## config.mk

```make
export PLATFORM = sky130hd
export DESIGN_NAME = psw_priv_unit
export DESIGN_NICKNAME = d
export VERILOG_FILES = /design/src/rtl/psw_pkg.sv /design/src/rtl/psw_next.sv /design/src/rtl/psw_cost.sv /design/src/rtl/psw_priv_unit.sv
export SDC_FILE = /design/constraint.sdc
export NUM_CORES = 1
export LEC_CHECK = 0
export ABC_AREA = 1
export ABC_CLOCK_PERIOD_IN_PS = 1300
export BUFFER_PORTS_ARGS = -buffer_cell sky130_fd_sc_hd__buf_4
export CAP_MARGIN = 30
export CORE_UTILIZATION = 50
export DETAILED_ROUTE_END_ITERATION = 8
export PLACE_DENSITY = 0.81
export SLEW_MARGIN = 25
export SYNTH_ARGS = -nofsm -noshare
export SYNTH_HDL_FRONTEND = slang
export SYNTH_SLANG_ARGS = --single-unit
```

## constraint.sdc

```tcl
create_clock -name clk -period 1.3 [get_ports clk]
set_input_delay 0.065 -clock clk [delete_from_list [all_inputs] [get_ports clk]]
set_output_delay 0.065 -clock clk [all_outputs]
set_load 0.05 [all_outputs]
```

## src/rtl/psw_pkg.sv

```systemverilog
package psw_pkg;

  typedef enum logic [2:0] {
    OP_NOP    = 3'd0,
    OP_WR_SR  = 3'd1,
    OP_RD_SR  = 3'd2,
    OP_AND_SR = 3'd3,
    OP_OR_SR  = 3'd4,
    OP_XOR_SR = 3'd5,
    OP_WR_CCR = 3'd6,
    OP_USP    = 3'd7
  } op_cls_e;

  localparam int          SR_W      = 16;
  localparam int          SUPER_BIT = 13;
  localparam logic [15:0] SR_RESET  = 16'h2700;

  localparam int COST_RMW      = 20;
  localparam int COST_USP      = 4;
  localparam int COST_RD_REG   = 6;
  localparam int COST_RD_EA    = 8;
  localparam int COST_WR_BASE  = 12;

  // Operations that need the supervisor bit.
  function automatic logic needs_super(op_cls_e c);
    case (c)
      OP_WR_SR, OP_AND_SR, OP_OR_SR, OP_XOR_SR, OP_USP: needs_super = 1'b1;
      default:                                          needs_super = 1'b0;
    endcase
  endfunction

  // New status word for the operation (ignores privilege).
  function automatic logic [15:0] sr_apply(op_cls_e c, logic [15:0] cur,
                                           logic [15:0] opnd);
    case (c)
      OP_WR_SR:  sr_apply = opnd;
      OP_AND_SR: sr_apply = cur & opnd;
      OP_OR_SR:  sr_apply = cur | opnd;
      OP_XOR_SR: sr_apply = cur ^ opnd;
      OP_WR_CCR: sr_apply = {cur[15:8], opnd[7:0]};
      default:   sr_apply = cur;
    endcase
  endfunction

  function automatic logic writes_sr(op_cls_e c);
    case (c)
      OP_WR_SR, OP_AND_SR, OP_OR_SR, OP_XOR_SR, OP_WR_CCR: writes_sr = 1'b1;
      default:                                             writes_sr = 1'b0;
    endcase
  endfunction

endpackage

```

## src/rtl/psw_next.sv

```systemverilog
module psw_next
  import psw_pkg::*;
(
  input  op_cls_e     cls,
  input  logic [15:0] sr_cur,
  input  logic [15:0] operand,
  output logic [15:0] sr_nxt,
  output logic        sr_wen,
  output logic        viol
);

  logic in_super;
  assign in_super = sr_cur[SUPER_BIT];

  always_comb begin
    viol   = needs_super(cls) && !in_super;
    sr_wen = writes_sr(cls) && !viol;
    sr_nxt = sr_apply(cls, sr_cur, operand);
  end

  always_comb begin

    if (cls == OP_WR_CCR) begin
      ccr_keeps_high_chk: assert (sr_nxt[15:8] == sr_cur[15:8] && !viol);
    end

    if (cls == OP_USP && !in_super) begin
      usp_needs_super_chk: assert (viol && !sr_wen);
    end
  end

endmodule

```

## src/rtl/psw_cost.sv

```systemverilog
module psw_cost
  import psw_pkg::*;
#(
  parameter int EAW = 6,
  parameter int CW  = 8
) (
  input  op_cls_e        cls,
  input  logic [2:0]     mode,
  input  logic [EAW-1:0] ea_cost,
  output logic [CW-1:0]  cost
);

  localparam logic [CW-1:0] C_RMW  = CW'(COST_RMW);
  localparam logic [CW-1:0] C_USP  = CW'(COST_USP);
  localparam logic [CW-1:0] C_RDR  = CW'(COST_RD_REG);
  localparam logic [CW-1:0] C_RDE  = CW'(COST_RD_EA);
  localparam logic [CW-1:0] C_WR   = CW'(COST_WR_BASE);

  logic [CW-1:0] ea_ext;
  assign ea_ext = CW'(ea_cost);

  always_comb begin
    case (cls)
      OP_WR_SR, OP_WR_CCR:           cost = C_WR + ea_ext;
      OP_RD_SR:                      cost = (mode == 3'd0) ? C_RDR : C_RDE + ea_ext;
      OP_AND_SR, OP_OR_SR, OP_XOR_SR: cost = C_RMW;
      OP_USP:                        cost = C_USP;
      default:                       cost = '0;
    endcase
  end

  always_comb begin

    if (cls == OP_AND_SR || cls == OP_OR_SR || cls == OP_XOR_SR) begin
      rmw_cost_chk: assert (cost == C_RMW);
    end

    if (cls == OP_RD_SR && mode == 3'd0) begin
      rd_reg_cost_chk: assert (cost == C_RDR);
    end
  end

endmodule

```

## src/rtl/psw_priv_unit.sv

```systemverilog
module psw_priv_unit
  import psw_pkg::*;
#(
  parameter int EAW = 6,
  parameter int CW  = 8,
  parameter int AW  = 32
) (
  input  logic           clk,
  input  logic           rst,
  input  logic           req_valid,
  output logic           req_ready,
  input  logic [2:0]     op_class,
  input  logic [5:0]     op_low,
  input  logic [15:0]    operand,
  input  logic [EAW-1:0] ea_cost,
  input  logic [AW-1:0]  areg_rdata,
  output logic [2:0]     areg_ridx,
  output logic [15:0]    sr,
  output logic           supervisor,
  output logic [AW-1:0]  usp,
  output logic           done,
  output logic           priv_viol,
  output logic [CW-1:0]  cost,
  output logic [15:0]    res_word,
  output logic           areg_we,
  output logic [2:0]     areg_widx,
  output logic [AW-1:0]  areg_wdata
);

  op_cls_e        cls;
  logic           accept;
  logic [15:0]    sr_q, sr_nxt, res_q;
  logic           sr_wen, viol_now;
  logic [AW-1:0]  usp_q, wdata_q;
  logic [CW-1:0]  cost_now, cost_q;
  logic           done_q, viol_q, we_q;
  logic [2:0]     widx_q;
  logic           usp_load, usp_store, is_priv;

  assign cls       = op_cls_e'(op_class);
  assign req_ready = !rst;
  assign accept    = req_valid && req_ready;
  assign is_priv   = needs_super(cls);
  assign usp_load  = accept && cls == OP_USP && !op_low[3] && !viol_now;
  assign usp_store = accept && cls == OP_USP &&  op_low[3] && !viol_now;

  psw_next u_next (
    .cls     (cls),
    .sr_cur  (sr_q),
    .operand (operand),
    .sr_nxt  (sr_nxt),
    .sr_wen  (sr_wen),
    .viol    (viol_now)
  );

  psw_cost #(.EAW(EAW), .CW(CW)) u_cost (
    .cls     (cls),
    .mode    (op_low[5:3]),
    .ea_cost (ea_cost),
    .cost    (cost_now)
  );

  always_ff @(posedge clk) begin
    if (rst) begin
      sr_q    <= SR_RESET;
      usp_q   <= '0;
      done_q  <= 1'b0;
      viol_q  <= 1'b0;
      cost_q  <= '0;
      we_q    <= 1'b0;
      widx_q  <= '0;
      wdata_q <= '0;
      res_q   <= '0;
    end else begin
      done_q <= accept;
      viol_q <= accept && viol_now;
      cost_q <= (accept && !viol_now) ? cost_now : '0;
      we_q   <= usp_store;
      widx_q <= op_low[2:0];
      wdata_q <= usp_q;
      if (accept && sr_wen) sr_q <= sr_nxt;
      if (usp_load)         usp_q <= areg_rdata;
      if (accept && cls == OP_RD_SR) res_q <= sr_q;
    end
  end

  assign areg_ridx  = op_low[2:0];
  assign sr         = sr_q;
  assign supervisor = sr_q[SUPER_BIT];
  assign usp        = usp_q;
  assign done       = done_q;
  assign priv_viol  = viol_q;
  assign cost       = cost_q;
  assign res_word   = res_q;
  assign areg_we    = we_q;
  assign areg_widx  = widx_q;
  assign areg_wdata = wdata_q;


  viol_keeps_state_chk: assert property (@(posedge clk) disable iff (rst)
    priv_viol |-> (sr_q == $past(sr_q) && usp_q == $past(usp_q) && !areg_we && cost_q == '0));


  user_priv_flags_chk: assert property (@(posedge clk) disable iff (rst)
    (accept && is_priv && !sr_q[SUPER_BIT]) |=> priv_viol);


  done_follows_req_chk: assert property (@(posedge clk) disable iff (rst)
    done |-> $past(req_valid));


  idle_no_change_chk: assert property (@(posedge clk) disable iff (rst)
    !req_valid |=> ($stable(sr_q) && $stable(usp_q) && !done));


  store_not_viol_chk: assert property (@(posedge clk) disable iff (rst)
    areg_we |-> (done && !priv_viol && cost_q == CW'(COST_USP)));

endmodule

```

Word level (Yosys, flattened, before mapping)

Cells that the tools add are included.
W data, S select, Z words.

Input port bits: 66
Output and inout bits: 115
Logic and storage cells: 55
Register bits: 110

Add/sub/neg operators: 2
Bitwise gates (word level): 5
Mux-type cells: 5
Equal/unequal tests: 7
Reductions and logical operators: 26

Operators with widths:

| cell                  | number |
|---|---|
| $pmux W16 S5          | 1 |
| $pmux W8 S4           | 1 |
| $and A16 B16 Y16      | 1 |
| $or A16 B16 Y16       | 1 |
| $xor A16 B16 Y16      | 1 |
| $add A4 B6 Y7 const A | 2 |
| $eq A3 B3 Y1 const B  | 4 |
| $logic_and A1 B1 Y1   | 12 |
| $reduce_or A5 Y1      | 2 |
| $mux W8               | 1 |
| $eq A3 B2 Y1 const B  | 2 |
| $reduce_bool A5 Y1    | 1 |
| $logic_not A1 Y1      | 4 |
| $reduce_bool A4 Y1    | 1 |
| $reduce_or A2 Y1      | 2 |
| $eq A3 B1 Y1 const B  | 1 |
| $logic_not A3 Y1      | 1 |
| $reduce_and A3 Y1     | 1 |
| $reduce_or A3 Y1      | 1 |
| $mux W1               | 2 |
| $not A1 Y1            | 2 |
| $reduce_and A2 Y1     | 1 |

Longest topological paths before layout

Word-level depth: 8
Gate-level depth with buffers: 10
Mapped depth without buffers: 9

By module

A second synthesis with hierarchy kept.

Cell total of the unflattened synthesis: 887
Area total of the unflattened synthesis: 5936.9 µm²

By module, submodules not included:

| module        | instances | cells each | area each (µm²) | seq. area each (µm²) |
|---|---|---|---|---|
| psw_priv_unit | 1         | 569        | 4174.0          | 2202.1 |
| psw_next      | 1         | 260        | 1450.1          | 0.0 |
| psw_cost      | 1         | 58         | 312.8           | 0.0 |

Worst setup path after synthesis

OpenSTA, ideal clock, no wires.

Path type: reg2reg
From: register sr_q[13], in the netlist sr[13]
To: register usp_q[1], in the netlist usp[1]
Slack: -0.290 ns
Path buffers: 1
Setup time: 0.120 ns
Stages on the path, launching flop included: 7
Arrival time: 1.470 ns
Required time: 1.180 ns
Period minus slack after synthesis: 1.590 ns
Cells stage by stage: dfxtp_1 inv_1 nand2_4 nand3_4 buf_6 o21ai_0 a21oi_1

Longest elaborated chain between the ends: 4

RTL lines:

| item                     | line                | RTL |
|---|---|---|
| start: declaration       | psw_priv_unit.sv:32 | `logic [15:0] sr_q, sr_nxt, res_q;` |
| start signal: assignment | psw_priv_unit.sv:81 | `if (accept && sr_wen) sr_q <= sr_nxt;` |
| $logic_not A1 Y1         | n/a                 |  |
| $logic_and A1 B1 Y1      | psw_next.sv:16      | `viol = needs_super(cls) && !in_super;` |
| $logic_not A1 Y1         | psw_priv_unit.sv:44 | `assign usp_load = accept && cls == OP_USP && !op_low[3] && !viol_now;` |
| $logic_and A1 B1 Y1      | psw_priv_unit.sv:44 |  |
| end signal: assignment   | psw_priv_unit.sv:82 | `if (usp_load) usp_q <= areg_rdata;` |
| end: declaration         | psw_priv_unit.sv:34 | `logic [AW-1:0] usp_q, wdata_q;` |

Every way passes these cells.
A chain may end at the register's enable or synchronous reset.

Worst setup path in the final report

From: register sr_q[3], in the netlist sr[3]
To: register sr_q[3], in the netlist sr[3]

Longest elaborated chain between the ends: 2
Elaborated cells between the ends (all ways): 4
Those cells by class: mux (1); bitwise (3)

RTL lines:

| item                                           | line          | RTL |
|---|---|---|
| $xor A16 B16 Y16, or another cell as far along | psw_pkg.sv:39 | `OP_XOR_SR: sr_apply = cur ^ opnd;` |
| $pmux W16 S5 *                                 | psw_pkg.sv:35 | `case (c)` |

Every way passes the cells marked *; elsewhere a longest branch is shown, timed or not.

==> out/summary.txt <==
status = complete, but fails checks
failing checks = design-rule violations
antenna fix cells = 0
die footprint = 10400 sq um
antenna violations before repair = 0
Final Instance Area = 7220 sq um
CP Class = flip-flop to flip-flop
largest net degree at the start of global routing = 63
Mapped Cells = 614
vias in the first global route = 4762
worst hold slack = 10.4 ps
crit path time final = 1290 ps
library cell with the largest summed area after synthesis = dfxtp_1
dpl cell area = 6460 sq um
CP arrival = 1600 ps
HPWL Detailed = 9700 um
Unique masters post-synth = 35
crit share post-route = 99.1%
max-slew violation count = 0
Critical Path Start Type = flip-flop
Max Fanout on Critical Path = 2
placed insts = 911
Mapped Area = 4980 sq um
final core occ = 74.3%
Area contributors post-synth = dfxtp_1 44%, ha_1 8.8%, nand2_1 7.4%, inv_1 6.2%, nor2_1 6.0%
vias per inst = 5.13
Starting Density = 51.2%
Peak VDD IR = 792 uV
total CTS buffers = 9
Buffers on Ports = 179
Critical Path RT = 1610 ps
nets = 938
setup TNS = 0 ps
grt ovf = 0
synth-to-layout area growth = 45.0%
relative slew slack = 47.8%
post-synth top area share = 43.8%
fin cells = 975
# rows = 36
Worst Setup End Kind = flip-flop
fraction of the yosys area taken by sequential cells = 43.8%
Syn Area/Cell = 8.12 sq um
first-pass GRT wire length = 22300 um
most frequent cells in the layout = 201 x buf_4, 98 x nand2_1, 93 x dfxtp_1, 78 x nor2_1, 77 x inv_1
Vias = 4998
worst min-delay path class = input port to flip-flop
Final Hold Violating Endpoints = 0
Clock Pin Slew Worst Setup and Hold Paths = 100 ps
total leakage power = 3.47 nW
core area = 9730 sq um
clock root cell = clkbuf_8
Setup Viol. Count Final = 0
layout cells sized above 1 = 34.3%
Yosys warnings = 0
GP Congestion = 0.897
slew of the pin with the lowest slew margin = 783 ps
First-pass DRT Iterations = 7
IO Pins = 181
CTS Buffer Depth = 2
chip height = 102 um
WL final = 14800 um
Die Wd = 102 um
Fin Clk Skew = 13.9 ps
GR Util All Layers = 27.5%
Post-Syn Nets = 715
Max-Cap Viols = 0
FMAX = 776 MHz
TritonCTS clock tree = yes
leading cell type in the layout, fill and taps excluded = buf_4
flop and latch count out of synthesis = 109
PwrDens = 969 nW/um^2
clk_lat worst skew = 380 ps
Iter 0 DRT Violations = 219
Final ANT Viol Nets = 0
unrepaired setup endpoints after global routing = true
wire per inst = 15.2 um
DR DRC count = 1
clk sinks = 109
# H-tree levels = 3
==> synthesized netlist by cell type (all sizes together) <==
cell,count
o22ai,1
dfxtp,109
or2,2
nor3,1
nand3,8
buf,30
xnor2,1
nor3b,1
nand4,12
clkbuf,4
inv,87
ha,35
nand2,108
o21ai,48
a211oi,17
a31oi,1
o211ai,1
nand3b,7
nor2,88
conb,1
o211a,2
a21oi,50
==> worst max-delay path: stages (launching register included) <==
cell and delay [ps]:
dfxtp_4 370, inv_4 40, ha_4 260, nand4_1 130, nand2_1 130, nor2_1 60, nand2_1 70, nand2_1 60
a21oi_2 110
==> final timing paths <==
| check | startpoint | depth (start not counted) | endpoint | slack [ps] |
|---|---|---|---|---|
| max | sr[3] | 8 | sr[3] | 10 |
| min reg2reg | usp[22] | 2 | areg_wdata[22] | 450 |
| max reg2reg | sr[3] | 8 | sr[3] | 10 |
| min | areg_rdata[18] | 3 | usp[18] | 10 |
==> routing by layer <==
layer | part of all wire (%) | track usage, %
met1 | 40 | 31.9
met4 | 3.4 | 14.8
met3 | 5.2 | 3.56
met2 | 52 | 49.5
met5 | 0 | 0
==> flip-flops by register name, indices dropped and copies added, names as in the netlist <==
register / flops
areg_wdata: 32
areg_we: 1
areg_widx: 3
cost: 7
done: 1
priv_viol: 1
res_word: 16
sr: 16
usp: 32
==> cell type report <==
type | instances | area (sq um)
repair buffers | 246 | 2000
fillers | 700 | 2500
well taps | 133 | 166
clock inverters | 5 | 63.8
multi-input cells | 384 | 2290
flip-flops and latches | 109 | 2230
clock buffers | 11 | 141
inverters | 87 | 332
==> power by group <==
| part | leakage [nW] | internal, mW | switching, mW |
|---|---|---|---|
| Combinational | 2.47 | 0.535 | 0.821 |
| Clock | 0.106 | 0.971 | 1.22 |
| Sequential | 0.889 | 3.40 | 0.0499 |
| Total | 3.47 | 4.91 | 2.09 |
==> kinds of logic after synthesis <==
family                   synth area share, %
flip-flops                              43.8
XOR/XNOR                               0.176
buffers and inverters                   11.4
adder cells (fa/ha/maj)                 8.79
AND/OR/NAND/NOR                         21.1
other                                 0.0752
AO/OA/AOI/OAI                           14.7
==> metrics by stage <==
stage / setup slack, ps / total power [mW]
floorplan: 9.06 / 4.28
global placement: 29.6 / 4.68
detailed placement: 0.431 / 4.72
CTS: 14.3 / 6.98
global route: -21.9 / 7.23
finish: 11.5 / 7.00
==> repair_timing <==
action	4_1_cts	5_1_grt
hold buffers	42	0
pin swaps	3	11
cloned	1	0
hold endpoints to repair	41	0
endpoints found under the setup margin	2	21
resized for setup	2	15
setup buffers	1	4
No activity file was read; power rests on OpenSTA's default activity.
